[src/rtl/rtc_stat_pkg.sv]
package rtc_stat_pkg;
  localparam int DATA_W    = 8;
  localparam int BIT_PFAIL = 0;
  localparam int BIT_BAT   = 1;
  localparam int BIT_ALM   = 2;
  localparam int BIT_TWE   = 4;
  localparam int BIT_OSC   = 6;
  localparam int BIT_AUTO  = 7;
  localparam logic [DATA_W-1:0] CTRL_MASK =
      DATA_W'((1 << BIT_TWE) | (1 << BIT_OSC) | (1 << BIT_AUTO));

  typedef struct packed {
    logic statSel;   // address hits the status byte
    logic statWr;    // write into the status byte
    logic rdStart;   // read of the status byte begins
    logic stopClr;   // completed read with auto-clear enabled
    logic acceptWr;  // any write the RTC section accepts
  } stat_stb_t;
endpackage

[src/rtl/rtc_stat_ctrl.sv]
module rtc_stat_ctrl
  import rtc_stat_pkg::*;
#(
  parameter int ADDR_W    = 8,
  parameter int STAT_ADDR = 7,
  parameter int TIME_LAST = 6
) (
  input  logic              clk,
  input  logic              rstN,
  input  logic [ADDR_W-1:0] busAddr,
  input  logic              busWr,
  input  logic              busRd,
  input  logic              busStop,
  input  logic              timeWrEn,
  input  logic              autoClrEn,
  output stat_stb_t         stb,
  output logic              timeWrAllow,
  output logic              prescRestart
);
  localparam logic [ADDR_W-1:0] STAT_A = ADDR_W'(STAT_ADDR);
  localparam logic [ADDR_W-1:0] TIME_A = ADDR_W'(TIME_LAST);

  logic rdPend;
  logic twPend;
  logic timeHit;

  always_comb begin
    timeHit      = (busAddr <= TIME_A);
    timeWrAllow  = busWr && timeHit && timeWrEn;
    stb.statSel  = (busAddr == STAT_A);
    stb.statWr   = busWr && stb.statSel;
    stb.rdStart  = busRd && stb.statSel;
    stb.stopClr  = busStop && rdPend && autoClrEn;
    stb.acceptWr = stb.statWr || timeWrAllow;
    prescRestart = busStop && twPend;
  end

  always_ff @(posedge clk or negedge rstN) begin
    if (!rstN) begin
      rdPend <= 1'b0;
      twPend <= 1'b0;
    end else begin
      if (busStop || busWr) rdPend <= 1'b0;
      else if (stb.rdStart) rdPend <= 1'b1;
      if (busStop) twPend <= 1'b0;
      else if (timeWrAllow) twPend <= 1'b1;
    end
  end

  // a new write abandons any outstanding read
  p_write_aborts_read_r9: assert property (@(posedge clk) disable iff (!rstN)
    busWr |=> !rdPend);
  // restart pulse is never stretched across two cycles
  p_restart_single_r11: assert property (@(posedge clk) disable iff (!rstN)
    prescRestart |=> !prescRestart);
  // a restart needs a timekeeping write admitted earlier
  p_restart_needs_write_r11: assert property (@(posedge clk) disable iff (!rstN)
    $rose(twPend) |-> $past(timeWrAllow));
endmodule

[src/rtl/rtc_stat_dp.sv]
module rtc_stat_dp
  import rtc_stat_pkg::*;
(
  input  logic              clk,
  input  logic              rstN,
  input  logic [DATA_W-1:0] busWData,
  input  stat_stb_t         stb,
  input  logic              evPowerUp,
  input  logic              evBattery,
  input  logic              evAlarm,
  output logic [DATA_W-1:0] statByte
);
  logic              pwrFail;
  logic              batFlag;
  logic              almFlag;
  logic              snapBat;
  logic              snapAlm;
  logic [DATA_W-1:0] ctrlByte;
  logic              clrBat;
  logic              clrAlm;

  always_comb begin
    clrBat = (stb.statWr && !busWData[BIT_BAT]) || (stb.stopClr && snapBat);
    clrAlm = (stb.statWr && !busWData[BIT_ALM]) || (stb.stopClr && snapAlm);
    statByte = ctrlByte;
    statByte[BIT_PFAIL] = pwrFail;
    statByte[BIT_BAT]   = batFlag;
    statByte[BIT_ALM]   = almFlag;
  end

  always_ff @(posedge clk or negedge rstN) begin
    if (!rstN) begin
      pwrFail  <= 1'b0;
      batFlag  <= 1'b0;
      almFlag  <= 1'b0;
      snapBat  <= 1'b0;
      snapAlm  <= 1'b0;
      ctrlByte <= '0;
    end else begin
      if (stb.rdStart) begin
        snapBat <= batFlag;
        snapAlm <= almFlag;
      end
      pwrFail <= evPowerUp || (pwrFail && !stb.acceptWr);
      batFlag <= evBattery || (batFlag && !clrBat);
      almFlag <= evAlarm   || (almFlag && !clrAlm);
      if (stb.statWr) ctrlByte <= busWData & CTRL_MASK;
    end
  end

  // software can never raise the power-loss flag
  p_pfail_no_sw_set_r3: assert property (@(posedge clk) disable iff (!rstN)
    $rose(pwrFail) |-> $past(evPowerUp));
  // battery flag only rises on its event
  p_bat_no_sw_set_r4: assert property (@(posedge clk) disable iff (!rstN)
    $rose(batFlag) |-> $past(evBattery));
  // event wins over any clear in the same cycle
  p_set_priority_r5: assert property (@(posedge clk) disable iff (!rstN)
    evAlarm |=> almFlag);
  // alarm flag drops only by write or by clearing a value seen at read start
  p_alarm_survives_r8: assert property (@(posedge clk) disable iff (!rstN)
    $fell(almFlag) |-> ($past(stb.statWr) || $past(stb.stopClr && snapAlm)));
  // battery flag never drops without a write or a completed read
  p_no_clear_without_stop_r9: assert property (@(posedge clk) disable iff (!rstN)
    $fell(batFlag) |-> ($past(stb.statWr) || $past(stb.stopClr)));
endmodule

[src/rtl/rtc_stat_top.sv]
module rtc_stat_top
  import rtc_stat_pkg::*;
#(
  parameter int ADDR_W    = 8,
  parameter int STAT_ADDR = 7,
  parameter int TIME_LAST = 6
) (
  input  logic              clk,
  input  logic              rstN,
  input  logic [ADDR_W-1:0] busAddr,
  input  logic [DATA_W-1:0] busWData,
  input  logic              busWr,
  input  logic              busRd,
  input  logic              busStop,
  input  logic              evPowerUp,
  input  logic              evBattery,
  input  logic              evAlarm,
  output logic [DATA_W-1:0] rdData,
  output logic              timeWrEn,
  output logic              oscBypass,
  output logic              autoClrEn,
  output logic              timeWrAllow,
  output logic              prescRestart
);
  stat_stb_t         stb;
  logic [DATA_W-1:0] statByte;

  rtc_stat_ctrl #(.ADDR_W(ADDR_W), .STAT_ADDR(STAT_ADDR), .TIME_LAST(TIME_LAST)) u_ctrl (
    .clk(clk), .rstN(rstN), .busAddr(busAddr), .busWr(busWr), .busRd(busRd),
    .busStop(busStop), .timeWrEn(timeWrEn), .autoClrEn(autoClrEn), .stb(stb),
    .timeWrAllow(timeWrAllow), .prescRestart(prescRestart));

  rtc_stat_dp u_dp (
    .clk(clk), .rstN(rstN), .busWData(busWData), .stb(stb),
    .evPowerUp(evPowerUp), .evBattery(evBattery), .evAlarm(evAlarm),
    .statByte(statByte));

  always_comb begin
    rdData    = stb.statSel ? statByte : '0;
    timeWrEn  = statByte[BIT_TWE];
    oscBypass = statByte[BIT_OSC];
    autoClrEn = statByte[BIT_AUTO];
  end

  // the gated timekeeping strobe never fires while the enable bit is low
  p_time_gate_r10: assert property (@(posedge clk) disable iff (!rstN)
    timeWrAllow |-> (busWr && statByte[BIT_TWE]));
endmodule

[config.mk]
export PLATFORM = sky130hd
export DESIGN_NAME = rtc_stat_top
export DESIGN_NICKNAME = d
export VERILOG_FILES = /design/src/rtl/rtc_stat_pkg.sv /design/src/rtl/rtc_stat_ctrl.sv /design/src/rtl/rtc_stat_dp.sv /design/src/rtl/rtc_stat_top.sv
export SDC_FILE = /design/constraint.sdc
export NUM_CORES = 1
export LEC_CHECK = 0
export BUFFER_PORTS_ARGS = -buffer_cell sky130_fd_sc_hd__buf_2
export CAP_MARGIN = 20
export CORE_AREA = 2 2 43 45
export DETAILED_ROUTE_END_ITERATION = 16
export DIE_AREA = 0 0 45 47
export PLACE_DENSITY = 0.67
export SLEW_MARGIN = 20
export SYNTH_ARGS = -nofsm -noshare
export SYNTH_HDL_FRONTEND = slang
export SYNTH_SLANG_ARGS = --single-unit
[constraint.sdc]
create_clock -name clk -period 1.55 [get_ports clk]
set_input_delay 0.0775 -clock clk [delete_from_list [all_inputs] [get_ports clk]]
set_output_delay 0.0775 -clock clk [all_outputs]
set_load 0.005 [all_outputs]
==> run metrics <==
via-per-instance ratio=between 4 and 5; Hold Path Origin=busStop; drt first pass iters=1; Total Die Area=2120 um^2; r2r setup slk=0.49 ns; Sink Count=10; min setup slack post-route=between 0.2 and 0.3 ns; Crit Path Max Fanout=4; Leak=0.416 nW; drt wl/cell=12.7 um; final number of max-transition violations=0; startpoint class of the critical path=flop; Die Y=roughly 47 um; clock skew=0.00516 ns; RR Startpoint=u_dp.ctrlByte[4]; layout cells sized above 1=63.9%; post-synthesis register bit count=10; CP arrival=1.20 ns; grt total ovfl=0; Crit. End Element=primary output; RR Endpoint=u_ctrl.twPend; first-pass GRT wire length=1960 um; Die Wd=45 um; sequential cell area fraction in the yosys report=around 45%; Synth Warn #=0; period utilisation layout=82.1%; area grow syn2layout=39.5%; # rows=15; PwrDens=~750 nW/um^2; DR vias=491; Final Hold Fails=0; final setup violation count=0; Final TNS setup=0 ns; commonest cells after routing, fill and taps aside=buf_2, dfrtp_1, and3_2; Iter 0 DRT Violations=0; CP Data Required Time=1.47 ns; R2R depth=3; DR DRC count=0; Hold Path End=u_ctrl.rdPend; Starting Density=between 30 and 40%; Detailed Place HPWL=980 um; commonest non-fill, non-tap cell in the layout=buf_2; gr usage total=13.4%; antenna violations before repair=0; WS Path Type=flop to primary output; remaining antenna violation count=0; Mapped Cells=47; Post-DP Area=722 um^2; H-tree levels=1; Design Area, Final=roughly 780 um^2; min-delay worst type=input port to flop; Clock Latency Late Sink=0.27 ns; largest net degree at the start of global routing=11; Placement Setup Slack=0.237 ns; total CTS buffers=3; hold path cells=2; fmax=785 MHz; CTS tree=done; post-CTS setup buffers=0; worst vdd ir=0.453 mV; status=completed; Detailed Route WL=roughly 1300 um; CORE AREA=1650 um^2; vias in the first global route=~460; RSZ-0062 raised after global routing=no; Buffers on Ports=31; clock slew at reported path FFs=around 0.07 ns; post-synth cell types=24; Syn Std Cell Area=558 um^2; Synth Area per Inst=11.9 um^2; fill count=166; Routability Congestion=roughly 0.8; Root Buffer=clkbuf_4; Ports=37; max cap viols=0; Finished Core Util=47.1%; NumNets Final=roughly 110; clock buffer depth=2; Final min period=1.27 ns; n_diodes=0
Yosys cell counts, drive strengths merged:
cell / instances / share of area [%]
a21o: 1 / 1.3
a21oi: 2 / 1.8
a31oi: 3 / 3.4
and2: 2 / 2.5
and3: 6 / 8.1
and4b: 2 / 3.8
buf: 4 / 5.6
conb: 1 / 0.67
dfrtp: 10 / 45
mux2: 5 / 11
nand3: 2 / 4.0
nand4: 2 / 2.2
nor2: 2 / 1.3
nor2b: 1 / 1.1
nor3: 1 / 0.90
nor4: 1 / 3.8
o211ai: 1 / 1.3
o21ba: 1 / 1.8
per-stage QoR:
| step | total power, mW | std cells | hold slack (ns) |
|---|---|---|---|
| global placement | 0.342 | 94 | -0.0512 |
| CTS | 0.585 | 100 | 0.0303 |
| floorplan | 0.303 | 48 | -0.218 |
| detailed placement | 0.344 | 94 | -0.0521 |
| global route | 0.608 | 100 | 0.0272 |
| finish | 0.581 | 100 | 0.0177 |
registers in the layout, summed over array words and instances, names as in the netlist:
name	cells
u_dp.ctrlByte	3
u_dp.snapBat	1
u_ctrl.twPend	1
u_dp.batFlag	1
u_dp.pwrFail	1
u_dp.snapAlm	1
u_ctrl.rdPend	1
u_dp.almFlag	1
worst max path at each step:
stage | from | to | slack (ns) | depth (start not counted)
detailed placement | busAddr[5] | u_dp.snapBat | 0.24 | 5
CTS | u_dp.ctrlByte[4] | timeWrAllow | 0.26 | 3
global route | u_dp.ctrlByte[4] | timeWrAllow | 0.18 | 3
floorplan | u_dp.ctrlByte[4] | u_ctrl.twPend | 0.52 | 3
global placement | busAddr[5] | u_dp.snapAlm | 0.25 | 5
finish | u_dp.ctrlByte[4] | timeWrAllow | 0.28 | 3
per-layer routing:
metal | global-route usage, % | vias to the layer above | wire (um)
li1 | - | 244 | -
met1 | 16.4 | 229 | 534
met2 | 21.7 | 18 | 674
met3 | 3.46 | 0 | 60
met4 | 7.06 | 0 | 0
met5 | 0 | - | 0
cell families (layout without fill, tap and decap cells):
kind of cell	count (synthesis)	after routing	share of synthesized area (%)
AO/OA/AOI/OAI	8	8	9.64
buffers and inverters	4	39	5.60
flip-flops	10	10	44.8
multiplexers	5	5	11.4
other	1	2	0.672
AND/OR/NAND/NOR	19	19	27.8
power breakdown:
group	total [mW]	internal (mW)	switching, mW
Clock	0.238	0.143	0.0957
Sequential	0.275	0.269	0.00596
Combinational	0.0683	0.0378	0.0305
Total	0.581	0.449	0.132
cell type report:
cell class | count | area, um^2 | share of cell area [%]
flip-flops and latches | 10 | 250 | 32.2
clock buffers | 4 | 36.3 | 4.66
well taps | 17 | 21.3 | 2.73
repair buffers | 35 | 190 | 24.4
multi-input cells | 34 | 280 | 36.0
critical path, stage by stage (launching register included):
cell and delay, ns:
dfrtp_1 0.37, nor2b_1 0.20, and4b_2 0.25, buf_2 0.11
what timing repair did:
action / in CTS / in global routing
endpoints found under the hold margin: 11 / 0
hold buffers: 2 / 0
gates resized for setup: 0 / 0
Note: power is estimated with default switching activity, not from simulation.
